--- config.mk ---
export PLATFORM = sky130hd
export DESIGN_NAME = serial_frame_rx
export DESIGN_NICKNAME = d
export VERILOG_FILES = /design/src/rtl/frx_pkg.sv /design/src/rtl/frx_sync.sv /design/src/rtl/frx_frame.sv /design/src/rtl/frx_delay.sv /design/src/rtl/serial_frame_rx.sv
export SDC_FILE = /design/constraint.sdc
export NUM_CORES = 1
export LEC_CHECK = 0
export ABC_AREA = 1
export CELL_PAD_IN_SITES_DETAIL_PLACEMENT = 1
export CELL_PAD_IN_SITES_GLOBAL_PLACEMENT = 2
export CORE_UTILIZATION = 39
export CTS_BUF_LIST = sky130_fd_sc_hd__clkbuf_8
export DETAILED_ROUTE_END_ITERATION = 10
export PLACE_DENSITY = 0.93
export SLEW_MARGIN = 15
export SYNTH_ARGS = -nofsm -noshare
export SYNTH_HDL_FRONTEND = slang
export SYNTH_SLANG_ARGS = --single-unit
--- constraint.sdc ---
create_clock -name clk_i -period 2.7 [get_ports clk_i]
set_input_delay 0.81 -clock clk_i [delete_from_list [all_inputs] [get_ports clk_i]]
set_output_delay 0.81 -clock clk_i [all_outputs]
set_load 0.02 [all_outputs]
--- src/rtl/frx_pkg.sv ---
package frx_pkg;
  typedef enum logic [1:0] {
    FRX_IDLE  = 2'd0,
    FRX_SHIFT = 2'd1,
    FRX_HOLD  = 2'd2
  } frx_state_e;
endpackage

--- src/rtl/frx_sync.sv ---
module frx_sync #(
  parameter int WIDTH  = 3,
  parameter int STAGES = 2
) (
  input  logic             clk_i,
  input  logic             rst_ni,
  input  logic [WIDTH-1:0] d_i,
  output logic [WIDTH-1:0] q_o,
  output logic [WIDTH-1:0] fall_o,
  output logic [WIDTH-1:0] rise_o
);
  logic [WIDTH-1:0] prev_q;

  for (genvar i = 0; i < WIDTH; i++) begin : g_bit
    logic [STAGES-1:0] chain;
    always_ff @(posedge clk_i or negedge rst_ni) begin
      if (!rst_ni) chain <= '0;
      else         chain <= {chain[STAGES-2:0], d_i[i]};
    end
    assign q_o[i] = chain[STAGES-1];
  end

  always_ff @(posedge clk_i or negedge rst_ni) begin
    if (!rst_ni) prev_q <= '0;
    else         prev_q <= q_o;
  end

  assign fall_o = prev_q & ~q_o;
  assign rise_o = ~prev_q & q_o;
endmodule

--- src/rtl/frx_frame.sv ---
module frx_frame
  import frx_pkg::*;
#(
  parameter int WORD_BITS = 16,
  localparam int CNT_W    = $clog2(WORD_BITS)
) (
  input  logic                 clk_i,
  input  logic                 rst_ni,
  input  logic                 sclk_fall_i,
  input  logic                 fs_fall_i,
  input  logic                 fs_rise_i,
  input  logic                 din_i,
  input  logic                 dsp_mode_i,
  output logic [WORD_BITS-1:0] word_o,
  output logic                 commit_o,
  output logic [CNT_W-1:0]     bit_cnt_o
);
  localparam logic [CNT_W-1:0] LAST_BIT = CNT_W'(WORD_BITS - 1);

  frx_state_e           state_q;
  logic [CNT_W-1:0]     cnt_q;
  logic [WORD_BITS-1:0] shreg_q;
  logic                 armed_q;
  logic [WORD_BITS-1:0] shreg_nxt;
  logic                 start_ok;

  assign shreg_nxt = {shreg_q[WORD_BITS-2:0], din_i};
  // DSP style needs a clock edge seen while idle before it accepts a start
  assign start_ok  = fs_fall_i && (!dsp_mode_i || armed_q);

  always_ff @(posedge clk_i or negedge rst_ni) begin
    if (!rst_ni) begin
      state_q  <= FRX_IDLE;
      cnt_q    <= '0;
      shreg_q  <= '0;
      armed_q  <= 1'b0;
      word_o   <= '0;
      commit_o <= 1'b0;
    end else begin
      commit_o <= 1'b0;
      unique case (state_q)
        FRX_IDLE: begin
          if (start_ok) begin
            state_q <= FRX_SHIFT;
            cnt_q   <= '0;
            armed_q <= 1'b0;
          end else if (sclk_fall_i) begin
            armed_q <= 1'b1;
          end
        end
        FRX_SHIFT: begin
          if (!dsp_mode_i && fs_rise_i) begin
            state_q <= FRX_IDLE;
            cnt_q   <= '0;
          end else if (sclk_fall_i) begin
            shreg_q <= shreg_nxt;
            if (cnt_q == LAST_BIT) begin
              cnt_q <= '0;
              if (dsp_mode_i) begin
                word_o   <= shreg_nxt;
                commit_o <= 1'b1;
                state_q  <= FRX_IDLE;
              end else begin
                state_q <= FRX_HOLD;
              end
            end else begin
              cnt_q <= cnt_q + 1'b1;
            end
          end
        end
        FRX_HOLD: begin
          if (fs_rise_i) begin
            word_o   <= shreg_q;
            commit_o <= 1'b1;
            state_q  <= FRX_IDLE;
          end
        end
        default: state_q <= FRX_IDLE;
      endcase
    end
  end

  assign bit_cnt_o = cnt_q;
endmodule

--- src/rtl/frx_delay.sv ---
module frx_delay #(
  parameter int DEPTH = 16
) (
  input  logic clk_i,
  input  logic rst_ni,
  input  logic shift_i,
  input  logic bit_i,
  output logic tap_o
);
  logic [DEPTH-1:0] line_q;

  always_ff @(posedge clk_i or negedge rst_ni) begin
    if (!rst_ni)      line_q <= '0;
    else if (shift_i) line_q <= {line_q[DEPTH-2:0], bit_i};
  end

  assign tap_o = line_q[DEPTH-1];
endmodule

--- src/rtl/serial_frame_rx.sv ---
module serial_frame_rx #(
  parameter int WORD_BITS   = 16,
  parameter int SYNC_STAGES = 2,
  localparam int CNT_W      = $clog2(WORD_BITS)
) (
  input  logic                 clk_i,
  input  logic                 rst_ni,
  input  logic                 sclk_i,
  input  logic                 din_i,
  input  logic                 fs_ni,
  input  logic                 dsp_mode_i,
  input  logic                 dout_en_i,
  output logic [WORD_BITS-1:0] word_o,
  output logic                 commit_o,
  output logic                 dout_o
);
  localparam int IDX_SCLK = 0;
  localparam int IDX_FS   = 1;
  localparam int IDX_DIN  = 2;

  logic [2:0]       lvl, fall, rise;
  logic             sclk_fall, fs_fall, fs_rise, s_din;
  logic             tap;
  logic [CNT_W-1:0] bit_cnt;
  logic             sync_unused;

  frx_sync #(.WIDTH(3), .STAGES(SYNC_STAGES)) u_sync (
    .clk_i  (clk_i),
    .rst_ni (rst_ni),
    .d_i    ({din_i, fs_ni, sclk_i}),
    .q_o    (lvl),
    .fall_o (fall),
    .rise_o (rise)
  );

  assign sclk_fall   = fall[IDX_SCLK];
  assign fs_fall     = fall[IDX_FS];
  assign fs_rise     = rise[IDX_FS];
  assign s_din       = lvl[IDX_DIN];
  assign sync_unused = ^{rise[IDX_SCLK], rise[IDX_DIN], fall[IDX_DIN], lvl[IDX_SCLK], lvl[IDX_FS]};

  frx_frame #(.WORD_BITS(WORD_BITS)) u_frame (
    .clk_i       (clk_i),
    .rst_ni      (rst_ni),
    .sclk_fall_i (sclk_fall),
    .fs_fall_i   (fs_fall),
    .fs_rise_i   (fs_rise),
    .din_i       (s_din),
    .dsp_mode_i  (dsp_mode_i),
    .word_o      (word_o),
    .commit_o    (commit_o),
    .bit_cnt_o   (bit_cnt)
  );

  frx_delay #(.DEPTH(WORD_BITS)) u_delay (
    .clk_i   (clk_i),
    .rst_ni  (rst_ni),
    .shift_i (sclk_fall),
    .bit_i   (s_din),
    .tap_o   (tap)
  );

  assign dout_o = dout_en_i & tap;
endmodule

-- After elaboration in Yosys (flattened, before gate mapping)
Cells that the tools add are included.
- output and inout port bits: 18
- input port bits: 7
- register bits after elaboration: 64
- word-level logic and storage cells: 68
- $add $sub $neg: 1
- muxes and demuxes: 26
- reductions and logical operators: 13
- bitwise logic cells: 6
- equality and inequality tests: 11
- operator list (kind ; number):
    $mux 16 ; 5
    $pmux 16 s2 ; 1
    $mux 4 ; 4
    $mux 2 ; 6
    $ne 2x2->1 const B ; 4
    $pmux 4 s2 ; 1
    $mux 1 ; 7
    $pmux 2 s3 ; 1
    $reduce_and 3->1 ; 2
    $reduce_and 6->1 ; 1
    $reduce_bool 2->1 ; 3
    $add 4x1->4 const B ; 1
    $and 2x2->2 ; 2
    $eq 4x4->1 const B ; 1
    $ne 2x1->1 const B ; 2
    $not 2->2 ; 2
    $reduce_and 4->1 ; 1
    $ne 3x1->1 const B ; 1
    $ne 3x2->1 const B ; 1
    $eq 2x1->1 const B ; 1
    $eq 2x2->1 const B ; 1
    $logic_and 1x1->1 ; 2
    $logic_not 2->1 ; 1
    $pmux 1 s2 ; 1
    other kinds (5) ; 5

-- Longest topological paths before layout
- depth in word-level cells: 5
- mapped depth: 10
- depth with buffers taken out: 9

-- Hierarchy
Synthesis repeated with hierarchy kept, for this count alone.
- cells, all modules: 316
- area, all modules: 3037.9 sq um
- by module, submodules not included (module ; seq. area each (sq um) ; area each (sq um) ; times used ; cells each):
    frx_frame ; 1001.0 ; 2053.2 ; 1 ; 222
    frx_delay ; 400.4 ; 684.4 ; 1 ; 68
    frx_sync ; 225.2 ; 292.8 ; 1 ; 24
    serial_frame_rx ; 0.0 ; 7.5 ; 1 ; 2

-- Least setup slack after synthesis
OpenSTA, ideal clock, no wires.
- path kind: input-to-output
- start point: input port dout_en_i
- end point: output port dout_o
- setup slack: 908 ps
- data required time: 1890 ps
- cell stages on the path: 2
- data arrival time: 982 ps
- cell sequence: nand2_1 -> inv_1
- cells in the longest elaborated chain, start to end: 1
- RTL lines (element ; line ; source):
    from (decl) ; serial_frame_rx.sv:12 ; input logic dout_en_i,
    $and 1x1->1 ; serial_frame_rx.sv:63 ; assign dout_o = dout_en_i & tap;
    to (decl) ; serial_frame_rx.sv:15 ; output logic dout_o
Every way passes these cells.

-- Worst setup path in the final report
Same ends and word-level chain as after synthesis.

==> results.md <==
- Status: finished, final reports clean
- Post-synth EDFFs: 0
- RePlAce Congestion: around 0.7
- Setup TNS: 0 ns
- Routed vias: roughly 2200
- Die H: a little under 90 µm
- Min Tclk post-route: 2.49 ns
- Yosys warns: 0
- Fin. Hold Viols: 0
- Post-CTS Hold Buffers: 0
- GRT busiest layer: met2
- N_diodes: 0
- CP Buf/Inv Count: 3
- Remaining DRCs: 0
- Pin count of the biggest net entering global routing: 65
- Tcrit/Tclk final: between 90 and 100%
- Fin worst setup slack: 0.211 ns
- Leak: approximately 1.7 nW
- Sequential fraction of the synthesis area: a little under three fifths
- Final HPWL DP: about 3900 µm
- GRT met3 Usage: approximately 4%
- CP peak stage delay: around 0.46 ns
- Syn Area/Cell: approximately 8.5 µm²
- Clock Latency Late Sink: between 0.3 and 0.4 ns
- Post CTS Setup Buffer Count: 0
- Layout cell share with drive strength beyond 1: roughly 9.1%
- Post-layout power: slightly above 3 mW
- DP Cell Count: about 440
- Synth Flop Type: dfrtp_1
- Ys async rst share: between 90% and 100%
- First-pass DRT Iterations: 4
- H-tree depth: 3
- CP max stage cell: clkdlybuf4s50_1
- Startpoint types: primary input
- Synth Cell Area: roughly 0.0028 mm²
- Commonest cells post-synth: nand2_1, dfrtp_1, inv_1
- TritonCTS Buffers: 9
- Area fraction of the dominant cell type after synthesis: between 50% and 60%
- Final non-filler cell total: around 460
- Clk_skew: 0.0120 ns
- Initial drt markers: a little over 60
- Crit-path leading delay family: buffers and inverters
- CP Capture Type: primary output
- Initial antenna violation count: 0
- Hold Path Class: reg2reg
- Crit path max fanout: 1
- Via density: between 4 and 5
- Die width: a little under 90 µm
- Num rows: 30
- PwrDens: about 900 mW/mm²
- CTS clk-pin slew, worst paths: approximately 0.070 ns
- Top cells by area, synth: dfrtp_1, nand2_1, o21ai_0
- Num ports: 25
- Synthesized flop and latch total: 64
- # setup viols final: 0
- IO Port Bufs: 24
- Arrival time at the worst endpoint: ~1.7 ns
- Synth-to-Final Area Change: 18.9%
- Nets: approximately 370
- Peak supply drop: ~0.00038 V
- First-pass GRT wire length: around 10000 µm
- Crit path kind: in2out
- Gate count after technology mapping: approximately 330
- GRT Overall Usage: between 10% and 20%
- Relative slew slack: about three quarters
- Worst-Margin Slew: approximately 0.40 ns
- Root Buffer: clkbuf_8
- GR Layer Usage met1: roughly a quarter
- Post-DRT Antenna Nets: 0
- CP Cell Sequence: clkdlybuf4s50_1 > nand2_1 > inv_1 > dlygate4sd2_1
- Synth cell types: 24
- Core area: around 0.0069 mm²
- Total gr overflow: 0
- Total Wirelength: about 5800 µm
- Cell accounting for the most synthesized area: dfrtp_1
- Highest Clock Rate: 402 MHz
- Max-slew violation count: 0
- Required time of the worst setup path: around 1.9 ns
- Post-Syn Nets: about 350
- Place WS: -0.0609 ns
- Max Root-Sink Buffers: 2
- Average wire per standard cell: roughly 13 µm
- Clock tree sinks: 64
- Max Cap Viol: 0
- Met2 Use GR: 28.2%
- Vias in the first global route: 2236
- Starting density of the core: ~41%
- Die area: 0.00761 mm²
- Cell with the most instances after synthesis: nand2_1
- RSZ-0062 raised after global routing: false
- CTS tree: yes
==> metal layers <==
metal,up-vias,share of wire (%)
met1,1044,49
li1,1086,-
met5,-,0
met4,0,1.3
met3,9,3.4
met2,23,46
==> through the flow <==
stage / utilization [%] / instance area (µm²) / hold WS (ns)
4_1_cts: 48.8 / 3370 / 0.345
2_1_floorplan: - / 2830 / 0.331
3_5_place_dp: 45.8 / 3160 / 0.336
5_1_grt: 48.8 / 3370 / 0.364
3_3_place_gp: 45.8 / 3160 / 0.332
6_report: 48.8 / 3370 / 0.343
==> flip-flops by register name, indices dropped and copies added (netlist names) <==
signal,cells
u_frame.word_o,16
u_sync.prev_q,2
u_frame.bit_cnt_o,4
u_frame.shreg_q,16
u_delay.line_q,16
u_frame.armed_q,1
u_frame.commit_o,1
u_sync.g_bit.chain,6
u_frame.state_q,2
==> cells in the final DEF (no fill, tap or decap) <==
cell,instances
a21boi_1,1
a21oi_1,1
buf_12,1
buf_2,1
buf_4,4
bufinv_16,2
clkbuf_8,10
clkdlybuf4s50_1,22
clkinv_2,2
dfrtp_1,64
dlygate4sd2_1,1
ha_1,5
inv_1,30
inv_2,5
nand2_1,133
nand2_2,2
nand2_4,1
nand3_1,22
nand3_2,1
nand3_4,1
nand4_1,1
nor2_1,5
nor2_8,1
o21ai_0,28
o21ai_1,16
o21ai_4,1
or2_2,1
==> final timing paths <==
| kind | start | end | slack [ns] | cells after the start |
|---|---|---|---|---|
| min | u_sync.g_bit[2].chain[0]$_DFF_PN0_ | u_sync.g_bit[2].chain[1]$_DFF_PN0_ | 0.34 | 0 |
| max in group asynchronous | rst_ni | u_frame.shreg_q[10]$_DFFE_PN0P_ | 1.94 | 2 |
| min reg2reg | u_sync.g_bit[2].chain[0]$_DFF_PN0_ | u_sync.g_bit[2].chain[1]$_DFF_PN0_ | 0.34 | 0 |
| max | dout_en_i | dout_o | 0.21 | 4 |
| max reg2reg | u_frame.state_q[1]$_DFFE_PN0P_ | u_frame.word_o[9]$_DFFE_PN0P_ | 0.95 | 8 |
| min in group asynchronous | rst_ni | u_delay.line_q[14]$_DFFE_PN0P_ | 0.48 | 2 |
==> power breakdown <==
part / internal (mW) / total (mW) / switching, mW
combinational: 0.308 / 0.905 / 0.597
clock: 0.532 / 0.886 / 0.355
sequential: 1.13 / 1.24 / 0.105
total: 1.97 / 3.03 / 1.06
==> cell families after synthesis <==
kind of cell	synth area share, %
compound gates	8.79
buf+inv	7.33
flops	56.5
fa+ha+maj	2.21
simple gates	25.1
==> layout make-up <==
class	instances	area [µm²]
fill	863	3540
multi-input combinational	220	1020
inverter	35	131
timing repair buffer	29	284
clock inverter	4	70.1
sequential	64	1600
tap	96	120
clock buffer	10	138
==> repair_timing <==
action                                  in CTS  in global routing
gates resized for setup                      1                  0
endpoints found under the hold margin        0                  0
endpoints found under the setup margin       1                  0
No activity file was read; power rests on OpenSTA's default activity.
